--- config.mk ---
export PLATFORM = sky130hd
export DESIGN_NAME = gpx_port
export DESIGN_NICKNAME = d
export VERILOG_FILES = /design/src/rtl/gpx_pkg.sv /design/src/rtl/gpx_sync.sv /design/src/rtl/gpx_regs.sv /design/src/rtl/gpx_irq.sv /design/src/rtl/gpx_port.sv
export SDC_FILE = /design/constraint.sdc
export NUM_CORES = 1
export LEC_CHECK = 0
export ABC_AREA = 1
export BUFFER_PORTS_ARGS = -buffer_cell sky130_fd_sc_hd__buf_2
export CELL_PAD_IN_SITES_DETAIL_PLACEMENT = 0
export CELL_PAD_IN_SITES_GLOBAL_PLACEMENT = 1
export CORE_MARGIN = 5
export CORE_UTILIZATION = 35
export DETAILED_ROUTE_END_ITERATION = 8
export PLACE_DENSITY = 0.66
export SYNTH_ARGS = -nofsm -noshare
export SYNTH_HDL_FRONTEND = slang
export SYNTH_SLANG_ARGS = --single-unit
--- constraint.sdc ---
create_clock -name clk -period 2.75 [get_ports clk]
set_clock_uncertainty 0.2 [all_clocks]
set_input_delay 0.1375 -clock clk [delete_from_list [all_inputs] [get_ports clk]]
set_output_delay 0.1375 -clock clk [all_outputs]
set_load 0.05 [all_outputs]
--- src/rtl/gpx_pkg.sv ---
package gpx_pkg;

    localparam int unsigned DATA_W      = 8;
    localparam int unsigned ADDR_W      = 4;
    localparam int unsigned SYNC_STAGES = 2;

    typedef enum logic [ADDR_W-1:0] {
        RA_DIR  = 4'h0,
        RA_POL  = 4'h1,
        RA_IEN  = 4'h2,
        RA_DEF  = 4'h3,
        RA_MODE = 4'h4,
        RA_CFG  = 4'h5,
        RA_PUE  = 4'h6,
        RA_FLAG = 4'h7,
        RA_CAP  = 4'h8,
        RA_PORT = 4'h9,
        RA_OLAT = 4'hA
    } reg_addr_e;

    typedef struct packed {
        logic open_drain;
        logic active_high;
    } irq_cfg_t;

    typedef struct packed {
        logic oe;
        logic lvl;
    } irq_drive_t;

    function automatic irq_drive_t irq_drive(input logic active, input irq_cfg_t cfg);
        irq_drive_t d;
        if (cfg.open_drain) begin
            d.oe  = active;
            d.lvl = 1'b0;
        end else begin
            d.oe  = 1'b1;
            d.lvl = cfg.active_high ? active : ~active;
        end
        return d;
    endfunction

    function automatic logic [DATA_W-1:0] cfg_to_byte(input irq_cfg_t cfg);
        logic [DATA_W-1:0] b;
        b    = '0;
        b[1] = cfg.active_high;
        b[2] = cfg.open_drain;
        return b;
    endfunction

endpackage

--- src/rtl/gpx_sync.sv ---
module gpx_sync #(
    parameter int unsigned W      = gpx_pkg::DATA_W,
    parameter int unsigned STAGES = gpx_pkg::SYNC_STAGES
) (
    input  logic         clk,
    input  logic         rst,
    input  logic [W-1:0] d_in,
    output logic [W-1:0] d_out
);
    logic [W-1:0] stage_q [STAGES];

    always_ff @(posedge clk) begin
        if (rst) stage_q[0] <= '0;
        else     stage_q[0] <= d_in;
    end

    for (genvar s = 1; s < STAGES; s++) begin : g_stage
        always_ff @(posedge clk) begin
            if (rst) stage_q[s] <= '0;
            else     stage_q[s] <= stage_q[s-1];
        end
    end

    assign d_out = stage_q[STAGES-1];
endmodule

--- src/rtl/gpx_regs.sv ---
module gpx_regs
    import gpx_pkg::*;
#(
    parameter int unsigned W  = DATA_W,
    parameter int unsigned AW = ADDR_W
) (
    input  logic          clk,
    input  logic          rst,
    input  logic          wr_en,
    input  logic [AW-1:0] addr,
    input  logic [W-1:0]  wdata,
    output logic [W-1:0]  dir_q,
    output logic [W-1:0]  pol_q,
    output logic [W-1:0]  ien_q,
    output logic [W-1:0]  def_q,
    output logic [W-1:0]  mode_q,
    output logic [W-1:0]  pue_q,
    output logic [W-1:0]  olat_q,
    output irq_cfg_t      cfg_q
);
    always_ff @(posedge clk) begin
        if (rst) begin
            dir_q  <= '1;
            pol_q  <= '0;
            ien_q  <= '0;
            def_q  <= '0;
            mode_q <= '0;
            pue_q  <= '0;
            olat_q <= '0;
            cfg_q  <= '0;
        end else if (wr_en) begin
            case (addr)
                RA_DIR:  dir_q  <= wdata;
                RA_POL:  pol_q  <= wdata;
                RA_IEN:  ien_q  <= wdata;
                RA_DEF:  def_q  <= wdata;
                RA_MODE: mode_q <= wdata;
                RA_PUE:  pue_q  <= wdata;
                RA_OLAT: olat_q <= wdata;
                RA_CFG: begin
                    cfg_q.open_drain  <= wdata[2];
                    cfg_q.active_high <= wdata[1];
                end
                default: ;
            endcase
        end
    end

    assert_reset_dir_R1: assert property (@(posedge clk)
        rst |=> (dir_q == '1 && ien_q == '0 && cfg_q == '0));
endmodule

--- src/rtl/gpx_irq.sv ---
module gpx_irq #(
    parameter int unsigned W = gpx_pkg::DATA_W
) (
    input  logic         clk,
    input  logic         rst,
    input  logic [W-1:0] pins_s,
    input  logic [W-1:0] ien,
    input  logic [W-1:0] defval,
    input  logic [W-1:0] mode,
    input  logic         clear,
    output logic [W-1:0] flags_q,
    output logic [W-1:0] cap_q,
    output logic         active
);
    logic [W-1:0] prev_q;
    logic [W-1:0] cause;
    logic [W-1:0] flags_d;
    logic         idle_eff;

    always_comb begin
        for (int i = 0; i < W; i++) begin
            cause[i] = ien[i] & (mode[i] ? (pins_s[i] ^ defval[i])
                                         : (pins_s[i] ^ prev_q[i]));
        end
    end

    assign idle_eff = clear || (flags_q == '0);
    assign flags_d  = (clear ? '0 : flags_q) | cause;

    always_ff @(posedge clk) begin
        if (rst) begin
            prev_q  <= '0;
            flags_q <= '0;
            cap_q   <= '0;
        end else begin
            prev_q  <= pins_s;
            flags_q <= flags_d;
            if (idle_eff && cause != '0) cap_q <= pins_s;
        end
    end

    assign active = (flags_q != '0);

    assert_cap_hold_R7: assert property (@(posedge clk) disable iff (rst)
        (flags_q != '0 && !clear) |=> $stable(cap_q));

    assert_cap_load_R7: assert property (@(posedge clk) disable iff (rst)
        (flags_q == '0 && cause != '0) |=> (cap_q == $past(pins_s)));

    assert_flag_sticky_R4: assert property (@(posedge clk) disable iff (rst)
        !clear |=> ((flags_q & $past(flags_q)) == $past(flags_q)));

    assert_clear_R8: assert property (@(posedge clk) disable iff (rst)
        (clear && cause == '0) |=> (flags_q == '0));
endmodule

--- src/rtl/gpx_port.sv ---
module gpx_port
    import gpx_pkg::*;
#(
    parameter int unsigned W  = DATA_W,
    parameter int unsigned AW = ADDR_W,
    parameter int unsigned NS = SYNC_STAGES
) (
    input  logic          clk,
    input  logic          rst,
    input  logic          wr_en,
    input  logic          rd_en,
    input  logic [AW-1:0] addr,
    input  logic [W-1:0]  wdata,
    output logic [W-1:0]  rdata,
    input  logic [W-1:0]  pin_in,
    output logic [W-1:0]  pin_out,
    output logic [W-1:0]  pin_oe,
    output logic [W-1:0]  pull_en,
    output logic          irq_out,
    output logic          irq_oe
);
    logic [W-1:0] dir_q, pol_q, ien_q, def_q, mode_q, pue_q, olat_q;
    logic [W-1:0] pins_s, flags_q, cap_q;
    irq_cfg_t     cfg_q;
    irq_drive_t   drv;
    logic         clear, active;

    gpx_sync #(.W(W), .STAGES(NS)) i_sync (
        .clk(clk), .rst(rst), .d_in(pin_in), .d_out(pins_s)
    );

    gpx_regs #(.W(W), .AW(AW)) i_regs (
        .clk(clk), .rst(rst), .wr_en(wr_en), .addr(addr), .wdata(wdata),
        .dir_q(dir_q), .pol_q(pol_q), .ien_q(ien_q), .def_q(def_q),
        .mode_q(mode_q), .pue_q(pue_q), .olat_q(olat_q), .cfg_q(cfg_q)
    );

    assign clear = rd_en && (addr == RA_CAP || addr == RA_PORT);

    gpx_irq #(.W(W)) i_irq (
        .clk(clk), .rst(rst), .pins_s(pins_s), .ien(ien_q), .defval(def_q),
        .mode(mode_q), .clear(clear), .flags_q(flags_q), .cap_q(cap_q),
        .active(active)
    );

    always_comb begin
        case (addr)
            RA_DIR:  rdata = dir_q;
            RA_POL:  rdata = pol_q;
            RA_IEN:  rdata = ien_q;
            RA_DEF:  rdata = def_q;
            RA_MODE: rdata = mode_q;
            RA_CFG:  rdata = cfg_to_byte(cfg_q);
            RA_PUE:  rdata = pue_q;
            RA_FLAG: rdata = flags_q;
            RA_CAP:  rdata = cap_q;
            RA_PORT: rdata = pins_s ^ pol_q;
            RA_OLAT: rdata = olat_q;
            default: rdata = '0;
        endcase
    end

    assign drv     = irq_drive(active, cfg_q);
    assign irq_out = drv.lvl;
    assign irq_oe  = drv.oe;
    assign pin_oe  = ~dir_q;
    assign pin_out = olat_q;
    assign pull_en = pue_q;

    assert_od_low_R9: assert property (@(posedge clk) disable iff (rst)
        (cfg_q.open_drain && irq_oe) |-> (!irq_out && flags_q != '0));
endmodule

[Word-level counts from Yosys, hierarchy flattened]
Memories as Yosys holds them, arrays and structs flattened.
Cells that the tools add are included.
Word-level totals
  register bits: 82
  memory bits (writable): 16
  output and inout bits: 34
  memories kept: 1
Cells by class
  equality and inequality tests: 10
  mux-type cells: 17
  bitwise logic cells: 30
  reduce and logical (&&, ||, !) cells: 16
Memories
  i_sync.stage_q: words 2, bits a word 8, rd ports 2, clocked after memory_dff 0, write ports 2, RTL line gpx_sync.sv:10  | logic [W-1:0] stage_q [STAGES];
Operators by type and width (number)
  one-hot mux 8 bit (11 select lines): 1
  2-to-1 mux 8 bit: 3
  equality test 4 x 3 -> 1 bit (second input constant): 4
  AND reduction 2 bit: 8
  nonzero test 8 bit: 2
  XOR 1 bit: 16
  equality test 4 bit (second input constant): 3
  2-to-1 mux 1 bit: 12
  bitwise AND 1 bit: 8
  equality test 4 x 2 -> 1 bit (second input constant): 2
  zero test 8 bit: 1
  inverter 8 bit: 1
  OR 8 bit: 1
  XOR 8 bit: 1
  equality test 4 x 1 -> 1 bit (second input constant): 1
  zero test 4 bit: 1
  logical AND 1 bit: 2
  logical OR 1 bit: 2
  2-to-1 mux 2 bit: 1
  OR 1 bit: 2
  inverter 1 bit: 1

[Depth between registers and ports, before layout]
Gate-level depths: netlist of run 1.
  depth after elaboration: 5
  gate-level depth with buffers: 12

[Hierarchy]
A second synthesis of run 1 with hierarchy kept.
Unflattened totals
  cells, all modules: 780
  area, all modules: 4961.0 µm²
By module, submodules not included
  gpx_regs: times used 1, cells an instance 338, area an instance 2379.8 µm²
  gpx_irq: times used 1, cells an instance 164, area an instance 1112.3 µm²
  gpx_port: times used 1, cells an instance 228, area an instance 994.7 µm²
  gpx_sync: times used 1, cells an instance 50, area an instance 474.2 µm²

[Least setup slack after synthesis of run 1]
No wires, ideal clock.
  path kind: reg2out
  start point: reg i_irq.flags_q[7]
  end point: out irq_out
  arrival time: 1.549 ns
  slack: 0.864 ns
  stages on the path, launching flop included: 6
  path buffers: 0
  cells stage by stage: dfxtp_1 > inv_1 > nand4_1 > nor2_1 > o21ai_0 > a21oi_1
On the way
  cells in the longest elaborated chain, start to end: 4
Ends and longest elaborated chain
  from (decl): RTL line gpx_irq.sv:11  | output logic [W-1:0] flags_q,
  from (signal assigned): RTL line gpx_irq.sv:37  | flags_q <= flags_d;
  nonzero test 8 bit (*): RTL line gpx_irq.sv:42  | assign active = (flags_q != '0);
  inverter 1 bit: RTL line gpx_pkg.sv:38  | d.lvl = cfg.active_high ? active : ~active;
  2-to-1 mux 1 bit (*): RTL line gpx_pkg.sv:38
  2-to-1 mux 2 bit (*): RTL line gpx_pkg.sv:33  | if (cfg.open_drain) begin
  to (decl): RTL line gpx_port.sv:19  | output logic irq_out,
Every way passes the cells marked *; elsewhere a longest branch is shown, timed or not.

[Worst setup path after layout of run 1]
Ends and elaborated chain as after synthesis.

==> results of run 1 <==
-- flip-flops by register name, summed over array words and instances (netlist names) --
name and count:
i_irq.flags_q 8, i_irq.prev_q 8, i_irq.cap_q 8, i_regs.pol_q 8, i_regs.dir_q 8, i_regs.olat_q 8, i_sync.stage_q 16, i_regs.ien_q 8
i_regs.pue_q 8, i_regs.mode_q 8, i_regs.cfg_q 2, i_regs.def_q 8
-- worst min-delay path by stage --
| stage | from | endpoint | slack (ns) | cells past startpoint |
|---|---|---|---|---|
| detailed placement | pin_in[5] | i_sync.stage_q[0][5]$_SDFF_PP0_ | 0.15 | 3 |
| floorplan | pin_in[0] | i_sync.stage_q[0][0]$_SDFF_PP0_ | 0.04 | 2 |
| global route | wr_en | i_regs.olat_q[6]$_SDFFE_PP0P_ | 0.04 | 3 |
| CTS | wr_en | i_regs.olat_q[6]$_SDFFE_PP0P_ | 0.006 | 3 |
| finish | wr_en | i_regs.pol_q[1]$_SDFFE_PP0P_ | 0.03 | 3 |
| global placement | pin_in[4] | i_sync.stage_q[0][4]$_SDFF_PP0_ | 0.14 | 3 |
-- synth_stat cells --
master | count | area share, %
sky130_fd_sc_hd__inv_2 | 6 | 0.53
sky130_fd_sc_hd__clkbuf_2 | 1 | 0.12
sky130_fd_sc_hd__a211oi_1 | 1 | 0.18
sky130_fd_sc_hd__nand4_1 | 2 | 0.29
sky130_fd_sc_hd__a21oi_1 | 80 | 9.4
sky130_fd_sc_hd__nand2_4 | 1 | 0.27
sky130_fd_sc_hd__nor2_2 | 3 | 0.44
sky130_fd_sc_hd__nand3_2 | 1 | 0.24
sky130_fd_sc_hd__nor2_1 | 45 | 4.0
sky130_fd_sc_hd__xnor2_1 | 1 | 0.21
sky130_fd_sc_hd__buf_6 | 3 | 0.80
sky130_fd_sc_hd__buf_2 | 5 | 0.59
sky130_fd_sc_hd__nor2_4 | 3 | 0.80
sky130_fd_sc_hd__nor3_1 | 3 | 0.35
sky130_fd_sc_hd__nand3_4 | 1 | 0.41
sky130_fd_sc_hd__a221oi_1 | 2 | 0.41
sky130_fd_sc_hd__o21ai_4 | 1 | 0.38
sky130_fd_sc_hd__dfxtp_1 | 98 | 46
sky130_fd_sc_hd__nand2_1 | 87 | 7.7
sky130_fd_sc_hd__clkbuf_1 | 8 | 0.71
sky130_fd_sc_hd__nand3_1 | 43 | 5.1
sky130_fd_sc_hd__buf_4 | 1 | 0.18
sky130_fd_sc_hd__o21ai_1 | 3 | 0.35
sky130_fd_sc_hd__a32oi_1 | 3 | 0.62
sky130_fd_sc_hd__o22ai_1 | 26 | 3.8
sky130_fd_sc_hd__o31ai_1 | 3 | 0.53
sky130_fd_sc_hd__o21ai_0 | 52 | 6.1
sky130_fd_sc_hd__buf_1 | 3 | 0.27
sky130_fd_sc_hd__nand2_2 | 5 | 0.74
sky130_fd_sc_hd__o2111ai_1 | 1 | 0.21
sky130_fd_sc_hd__inv_1 | 90 | 8.0
sky130_fd_sc_hd__clkinv_2 | 1 | 0.12
-- tightest hold or removal path, delay by kind of cell --
family | cells | cell delay, ns
buf+inv | 1 | 0.21
compound gates | 1 | 0.06
simple gates | 1 | 0.12
-- cells by family after synthesis --
family / Yosys count / share of synthesized area [%]
flops: 98 / 46.2
compound gates: 172 / 22.1
simple gates: 194 / 20.3
xor+xnor: 1 / 0.206
buf+inv: 118 / 11.3
-- power by group through the flow --
stage | Clock [mW] | Sequential (mW) | Combinational [mW]
after floorplan | 0 | 1.52 | 0.177
after global placement | 0 | 1.51 | 0.280
after detailed placement | 0 | 1.51 | 0.282
after CTS | 1.31 | 1.48 | 0.300
after global routing | 1.37 | 1.48 | 0.330
final | 1.26 | 1.48 | 0.298
-- cell type report --
class,instances,share of cell area (%)
clock inverter,1,0.0984
clock buffer,15,5.85
tap,147,3.61
multi-input combinational,367,35.5
timing repair buffer,76,9.20
sequential,98,38.6
inverter,97,7.18
-- routing by layer --
metal / vias up / part of all wire (%) / GRT usage [%] / wire (um)
met5: - / 0 / 0 / 0
met2: 121 / 49 / 32.2 / 6490
met3: 19 / 4.8 / 2.69 / 638
met1: 1894 / 45 / 24.4 / 5970
li1: 2053 / - / - / -
met4: 0 / 1.8 / 7.44 / 241
==> metrics.txt, run 1 <==
# TYPE chip_impl_metric gauge
chip_impl_metric{name="place_inst",unit=""} 769
chip_impl_metric{name="firstDrtPassIters",unit=""} 5
chip_impl_metric{name="io_buffer_count",unit=""} 57
chip_impl_metric{name="data_required_time_at_the_worst_endpoint",unit="ns"} 2.41
chip_impl_metric{name="drt_iter0_drc",unit=""} 200
chip_impl_metric{name="report.final.setup_viol",unit=""} 0
chip_impl_metric{name="worst_path_largest_cell_delay",unit="ns"} 0.33
chip_impl_metric{name="grt-ovfl-total",unit=""} 0
chip_impl_info{name="worstSetupStartpointType",value="flop"} 1
chip_impl_metric{name="worst_setup_hold_path_clk_slew",unit="ns"} 0.07
chip_impl_info{name="timing.critical_path.to",value="irq_out"} 1
chip_impl_metric{name="cts_inserted_buffers",unit=""} 9
chip_impl_metric{name="diodes",unit=""} 0
chip_impl_metric{name="power.share.sequential",unit="%"} 48.6
chip_impl_metric{name="synth-seq-area-share",unit="%"} 46.2
chip_impl_metric{name="timing.fmax",unit="GHz"} 0.466
chip_impl_metric{name="critical_path_arrival",unit="ns"} 1.81
chip_impl_metric{name="worst_skew_pair.late_latency",unit="ns"} 0.35
chip_impl_metric{name="vias_in_the_first_global_route",unit=""} 3867
chip_impl_metric{name="num_io_pins",unit=""} 58
chip_impl_metric{name="slew_violations",unit=""} 0
chip_impl_metric{name="hold-worst-slack",unit="ns"} 0.0270
chip_impl_metric{name="syn-num-nets",unit=""} 607
chip_impl_info{name="critical_path.startpoint",value="i_irq.flags_q[7]$_SDFF_PP0_"} 1
chip_impl_metric{name="core.rowCount",unit=""} 40
chip_impl_metric{name="ant_nets",unit=""} 0
chip_impl_metric{name="p_comb_share",unit="%"} 9.8
chip_impl_info{name="cts_tree",value="built"} 1
chip_impl_metric{name="count_of_mapped_cells_out_of_synthesis",unit=""} 583
chip_impl_metric{name="final_layout_size_suffix_gt1_share",unit="%"} 14.8
chip_impl_info{name="cp-end-kind",value="output port"} 1
chip_impl_metric{name="die_area",unit="sq um"} 14400
chip_impl_metric{name="slew_headroom",unit="%"} 55.5
chip_impl_metric{name="drc",unit=""} 0
chip_impl_metric{name="yosys_warnings",unit=""} 0
chip_impl_metric{name="total_power",unit="mW"} 3.04
chip_impl_info{name="regToRegEndpoint",value="i_irq.cap_q[5]$_SDFFE_PP0P_"} 1
chip_impl_metric{name="wire_per_inst",unit="um"} 16.6
chip_impl_info{name="cp_slowest_cell",value="sky130_fd_sc_hd__nor2_1"} 1
chip_impl_info{name="timing.setup.critical_path_class",value="flop to output port"} 1
chip_impl_metric{name="synth.ff_latch_count",unit=""} 98
chip_impl_metric{name="crit_path_max_fanout",unit=""} 3
chip_impl_metric{name="htreeDepth",unit=""} 3
chip_impl_metric{name="hpwl",unit="um"} 9420
chip_impl_metric{name="grt_antenna_before_repair",unit=""} 0
chip_impl_metric{name="via_per_inst",unit=""} 5.10
chip_impl_metric{name="switching_power",unit="mW"} 0.758
chip_impl_metric{name="totalWireLength",unit="um"} 13300
chip_impl_metric{name="post-cts-setup-buffer-count",unit=""} 0
chip_impl_info{name="rsz0062_at_grt",value="no"} 1
chip_impl_metric{name="overall_global_routing_resource_usage",unit="%"} 19.0
chip_impl_metric{name="setup_slack",unit="ns"} 0.605
chip_impl_metric{name="initial_core_util",unit="%"} 35.5
chip_impl_metric{name="final_util",unit="%"} 42.5
chip_impl_metric{name="die_w",unit="um"} 120
chip_impl_metric{name="powerDensity",unit="nW/um^2"} 597
chip_impl_info{name="layout.cells.most_common_list",value="sky130_fd_sc_hd__dfxtp_1, sky130_fd_sc_hd__inv_1, sky130_fd_sc_hd__nand2_1, sky130_fd_sc_hd__a21oi_1, sky130_fd_sc_hd__buf_2"} 1
chip_impl_metric{name="r2r.worst_path.cells",unit=""} 8
chip_impl_metric{name="buffer_and_inverter_count_on_the_worst_path",unit=""} 2
chip_impl_metric{name="final.period_utilization",unit="%"} 78.0
chip_impl_metric{name="post_synth.cell_area_avg",unit="sq um"} 7.28
chip_impl_metric{name="finalNonFillerCells",unit=""} 801
chip_impl_metric{name="leakage",unit="nW"} 2.17
chip_impl_metric{name="resized_after_cts",unit=""} 0
chip_impl_metric{name="coreArea",unit="sq um"} 12000
chip_impl_metric{name="setup_tns",unit="ns"} 0
chip_impl_metric{name="switching_share",unit="%"} 24.9
chip_impl_metric{name="worst-slew-pin-transition",unit="ns"} 0.666
chip_impl_metric{name="report.final.hold_viol_count",unit=""} 0
chip_impl_metric{name="multi_input_area",unit="sq um"} 1810
chip_impl_metric{name="vdd_drop_max",unit="V"} 0.000301
chip_impl_metric{name="syn-cell-area",unit="sq um"} 4250
chip_impl_metric{name="die_y",unit="um"} 120
chip_impl_info{name="cpLargestDelayFamily",value="simple AND/OR/NAND/NOR gates"} 1
chip_impl_metric{name="grt_start_max_net_pins",unit=""} 51
chip_impl_metric{name="synthToLayoutAreaGrowth",unit="%"} 19.8
chip_impl_metric{name="gp_congestion",unit=""} 0.832
chip_impl_metric{name="cp.depth",unit=""} 6
chip_impl_metric{name="ctsLongestPathBuffers",unit=""} 2
chip_impl_metric{name="hold_buffers",unit=""} 16
chip_impl_metric{name="dpl-instance-area",unit="sq um"} 4630
chip_impl_metric{name="layout.area.seq",unit="sq um"} 1960
chip_impl_info{name="clockRootBuffer",value="sky130_fd_sc_hd__clkbuf_16"} 1
chip_impl_metric{name="global_route_wire_length_before_repair",unit="um"} 21200
chip_impl_metric{name="synth_cell_type_count",unit=""} 32
chip_impl_metric{name="power_frac_clock",unit="%"} 41.6
chip_impl_info{name="mostFrequentLayoutCell",value="sky130_fd_sc_hd__dfxtp_1"} 1
chip_impl_info{name="result_of_the_run",value="complete, no violations"} 1
chip_impl_metric{name="layout.nets",unit=""} 673
chip_impl_metric{name="detailroute.via_count",unit=""} 4087
chip_impl_metric{name="max_cap_violations",unit=""} 0
chip_impl_metric{name="p_int",unit="mW"} 2.28
chip_impl_info{name="holdCritPathClass",value="input pin to flop"} 1
chip_impl_metric{name="clock-sinks",unit=""} 98
chip_impl_info{name="crit-reg2reg-launch",value="i_sync.stage_q[1][6]$_SDFF_PP0_"} 1
chip_impl_metric{name="postLayoutCellArea",unit="sq um"} 5090
chip_impl_metric{name="placement.setup.worst_slack",unit="ns"} 0.791
chip_impl_metric{name="finalCriticalPeriod",unit="ns"} 2.14
chip_impl_metric{name="n_fill_cell",unit=""} 1260
chip_impl_metric{name="rrSetupSlack",unit="ns"} 1.00
chip_impl_info{name="cp_cell_instances",value="inv_1 -> nand4_1 -> nor2_1 -> o21ai_0 -> a21oi_1 -> buf_2"} 1
(Power assumes the default switching activity.)
==> run 2, diff against run 1 <==
==> constraint.sdc (replaced) <==
create_clock -name clk -period 1.98 [get_ports clk]
set_clock_uncertainty 0.2 [all_clocks]
set_input_delay 0.099 -clock clk [delete_from_list [all_inputs] [get_ports clk]]
set_output_delay 0.099 -clock clk [all_outputs]
set_load 0.05 [all_outputs]
==> metrics.txt, run 2 (synthesized netlist as in run 1, its figures left out) <==
# TYPE chip_impl_metric gauge
chip_impl_metric{name="worst_skew_pair.late_latency",unit="ns"} 0.35
chip_impl_metric{name="wire_per_inst",unit="um"} 16.5
chip_impl_info{name="critical_path.startpoint",value="i_irq.flags_q[7]$_SDFF_PP0_"} 1
chip_impl_metric{name="clock-sinks",unit=""} 98
chip_impl_metric{name="final_util",unit="%"} 43.2
chip_impl_metric{name="critical_path_arrival",unit="ns"} 1.59
chip_impl_metric{name="grt-ovfl-total",unit=""} 0
chip_impl_metric{name="report.final.hold_viol_count",unit=""} 0
chip_impl_metric{name="slew_violations",unit=""} 0
chip_impl_info{name="cp-end-kind",value="output port"} 1
chip_impl_metric{name="n_fill_cell",unit=""} 1288
chip_impl_metric{name="max_cap_violations",unit=""} 0
chip_impl_metric{name="initial_core_util",unit="%"} 35.5
chip_impl_metric{name="dpl-instance-area",unit="sq um"} 4660
chip_impl_metric{name="slew_headroom",unit="%"} 62.9
chip_impl_metric{name="coreArea",unit="sq um"} 12000
chip_impl_metric{name="gp_congestion",unit=""} 0.841
chip_impl_metric{name="ctsLongestPathBuffers",unit=""} 2
chip_impl_metric{name="core.rowCount",unit=""} 40
chip_impl_metric{name="synthToLayoutAreaGrowth",unit="%"} 21.7
chip_impl_info{name="crit-reg2reg-launch",value="i_irq.flags_q[3]$_SDFF_PP0_"} 1
chip_impl_info{name="mostFrequentLayoutCell",value="sky130_fd_sc_hd__dfxtp_1"} 1
chip_impl_metric{name="final.period_utilization",unit="%"} 95.4
chip_impl_metric{name="diodes",unit=""} 0
chip_impl_metric{name="cts_inserted_buffers",unit=""} 9
chip_impl_metric{name="detailroute.via_count",unit=""} 4060
chip_impl_metric{name="global_route_wire_length_before_repair",unit="um"} 20900
chip_impl_metric{name="worst-slew-pin-transition",unit="ns"} 0.556
chip_impl_metric{name="powerDensity",unit="nW/um^2"} 837
chip_impl_metric{name="hpwl",unit="um"} 9510
chip_impl_metric{name="setup_slack",unit="ns"} 0.0909
chip_impl_metric{name="layout.nets",unit=""} 681
chip_impl_info{name="registers.top_by_ff_count",value="i_sync.stage_q"} 1
chip_impl_metric{name="via_per_inst",unit=""} 5.03
chip_impl_metric{name="grt_start_max_net_pins",unit=""} 51
chip_impl_metric{name="io_buffer_count",unit=""} 57
chip_impl_metric{name="holdPathStages",unit=""} 4
chip_impl_metric{name="vdd_drop_max",unit="V"} 0.000543
chip_impl_info{name="clockRootBuffer",value="sky130_fd_sc_hd__clkbuf_16"} 1
chip_impl_metric{name="num_io_pins",unit=""} 58
chip_impl_metric{name="leakage",unit="nW"} 2.21
chip_impl_metric{name="drt_iter0_drc",unit=""} 232
chip_impl_metric{name="final_layout_size_suffix_gt1_share",unit="%"} 15.8
chip_impl_metric{name="ant_nets",unit=""} 0
chip_impl_metric{name="data_required_time_at_the_worst_endpoint",unit="ns"} 1.68
chip_impl_metric{name="drc",unit=""} 0
chip_impl_metric{name="finalCriticalPeriod",unit="ns"} 1.89
chip_impl_info{name="timing.setup.critical_path_class",value="flop to output port"} 1
chip_impl_info{name="regToRegEndpoint",value="i_irq.cap_q[2]$_SDFFE_PP0P_"} 1
chip_impl_info{name="result_of_the_run",value="complete, no violations"} 1
chip_impl_info{name="layout.cells.most_common_list",value="sky130_fd_sc_hd__dfxtp_1, sky130_fd_sc_hd__inv_1, sky130_fd_sc_hd__nand2_1, sky130_fd_sc_hd__a21oi_1, sky130_fd_sc_hd__buf_2"} 1
chip_impl_metric{name="grt_antenna_before_repair",unit=""} 0
chip_impl_info{name="rsz0062_at_grt",value="yes"} 1
chip_impl_metric{name="rrSetupSlack",unit="ns"} 0.20
chip_impl_metric{name="worst_setup_hold_path_clk_slew",unit="ns"} 0.06
chip_impl_metric{name="die_area",unit="sq um"} 14400
chip_impl_metric{name="crit_path_max_fanout",unit=""} 2
chip_impl_info{name="timing.critical_path.to",value="irq_out"} 1
chip_impl_metric{name="overall_global_routing_resource_usage",unit="%"} 18.9
chip_impl_info{name="worstSetupStartpointType",value="flop"} 1
chip_impl_metric{name="die_w",unit="um"} 120
chip_impl_info{name="cts_tree",value="built"} 1
chip_impl_metric{name="timing.fmax",unit="GHz"} 0.529
chip_impl_metric{name="placement.setup.worst_slack",unit="ns"} 0.142
chip_impl_metric{name="die_y",unit="um"} 120
chip_impl_metric{name="r2r.worst_path.cells",unit=""} 7
chip_impl_metric{name="totalWireLength",unit="um"} 13300
chip_impl_metric{name="report.final.setup_viol",unit=""} 0
chip_impl_metric{name="postLayoutCellArea",unit="sq um"} 5170
chip_impl_metric{name="flip_flop_count_of_the_largest_register_after_layout",unit=""} 16
chip_impl_metric{name="vias_in_the_first_global_route",unit=""} 3950
chip_impl_metric{name="htreeDepth",unit=""} 3
chip_impl_metric{name="firstDrtPassIters",unit=""} 5
chip_impl_info{name="holdCritPathClass",value="input pin to flop"} 1
[run 2: layer usage]
| layer | vias to the layer above | track usage [%] | part of all wire [%] |
|---|---|---|---|
| li1 | 2062 | - | - |
| met1 | 1896 | 23.0 | 44 |
| met2 | 93 | 32.9 | 50 |
| met3 | 9 | 4.81 | 4.9 |
| met4 | 0 | 4.94 | 1.3 |
| met5 | - | 0 | 0 |
[run 2: cell type report]
| type | count | area, sq um | area share [%] |
|---|---|---|---|
| flip-flops and latches | 98 | 1960 | 38.0 |
| inverters | 97 | 365 | 7.07 |
| clock inverters | 3 | 65.1 | 1.26 |
| repair buffers | 84 | 536 | 10.4 |
| well taps | 147 | 184 | 3.56 |
| multi-input cells | 367 | 1810 | 35.1 |
| clock buffers | 11 | 243 | 4.70 |
[run 2: repair_timing]
item	CTS	global route
pin swaps	1	1
cloned	0	0
hold buffers	17	0
setup buffers	1	1
setup endpoints to repair	1	4
endpoints found under the hold margin	66	0
gates resized for setup	2	3
[run 2: worst min path at each step]
stage | from | endpoint
floorplan | pin_in[0] | i_sync.stage_q[0][0]$_SDFF_PP0_
global placement | pin_in[5] | i_sync.stage_q[0][5]$_SDFF_PP0_
detailed placement | pin_in[5] | i_sync.stage_q[0][5]$_SDFF_PP0_
CTS | rd_en | i_irq.flags_q[1]$_SDFF_PP0_
global route | rd_en | i_irq.flags_q[1]$_SDFF_PP0_
finish | rd_en | i_irq.flags_q[1]$_SDFF_PP0_
[run 2: metrics by stage]
stage               power (mW)  hold WS [ns]  std cells  TNS, ns
CTS                       4.37        0.0299        806        0
detailed placement        2.49         0.107        774        0
floorplan                 2.36       0.00597        583        0
global placement          2.49         0.100        774        0
finish                    4.33        0.0314        807        0
global route              4.50        0.0518        807  -0.0308
[run 2: critical path, stage by stage (launching register included)]
cell and delay [ns]:
sky130_fd_sc_hd__dfxtp_1 0.31, sky130_fd_sc_hd__inv_1 0.11, sky130_fd_sc_hd__nand4_1 0.20, sky130_fd_sc_hd__nor2_2 0.19, sky130_fd_sc_hd__o21ai_0 0.09, sky130_fd_sc_hd__a21oi_1 0.12, sky130_fd_sc_hd__buf_4 0.22
[run 2: where the power goes]
group,switching (mW),internal [mW]
Sequential,0.0285,2.02
Clock,0.723,1.13
Combinational,0.293,0.131
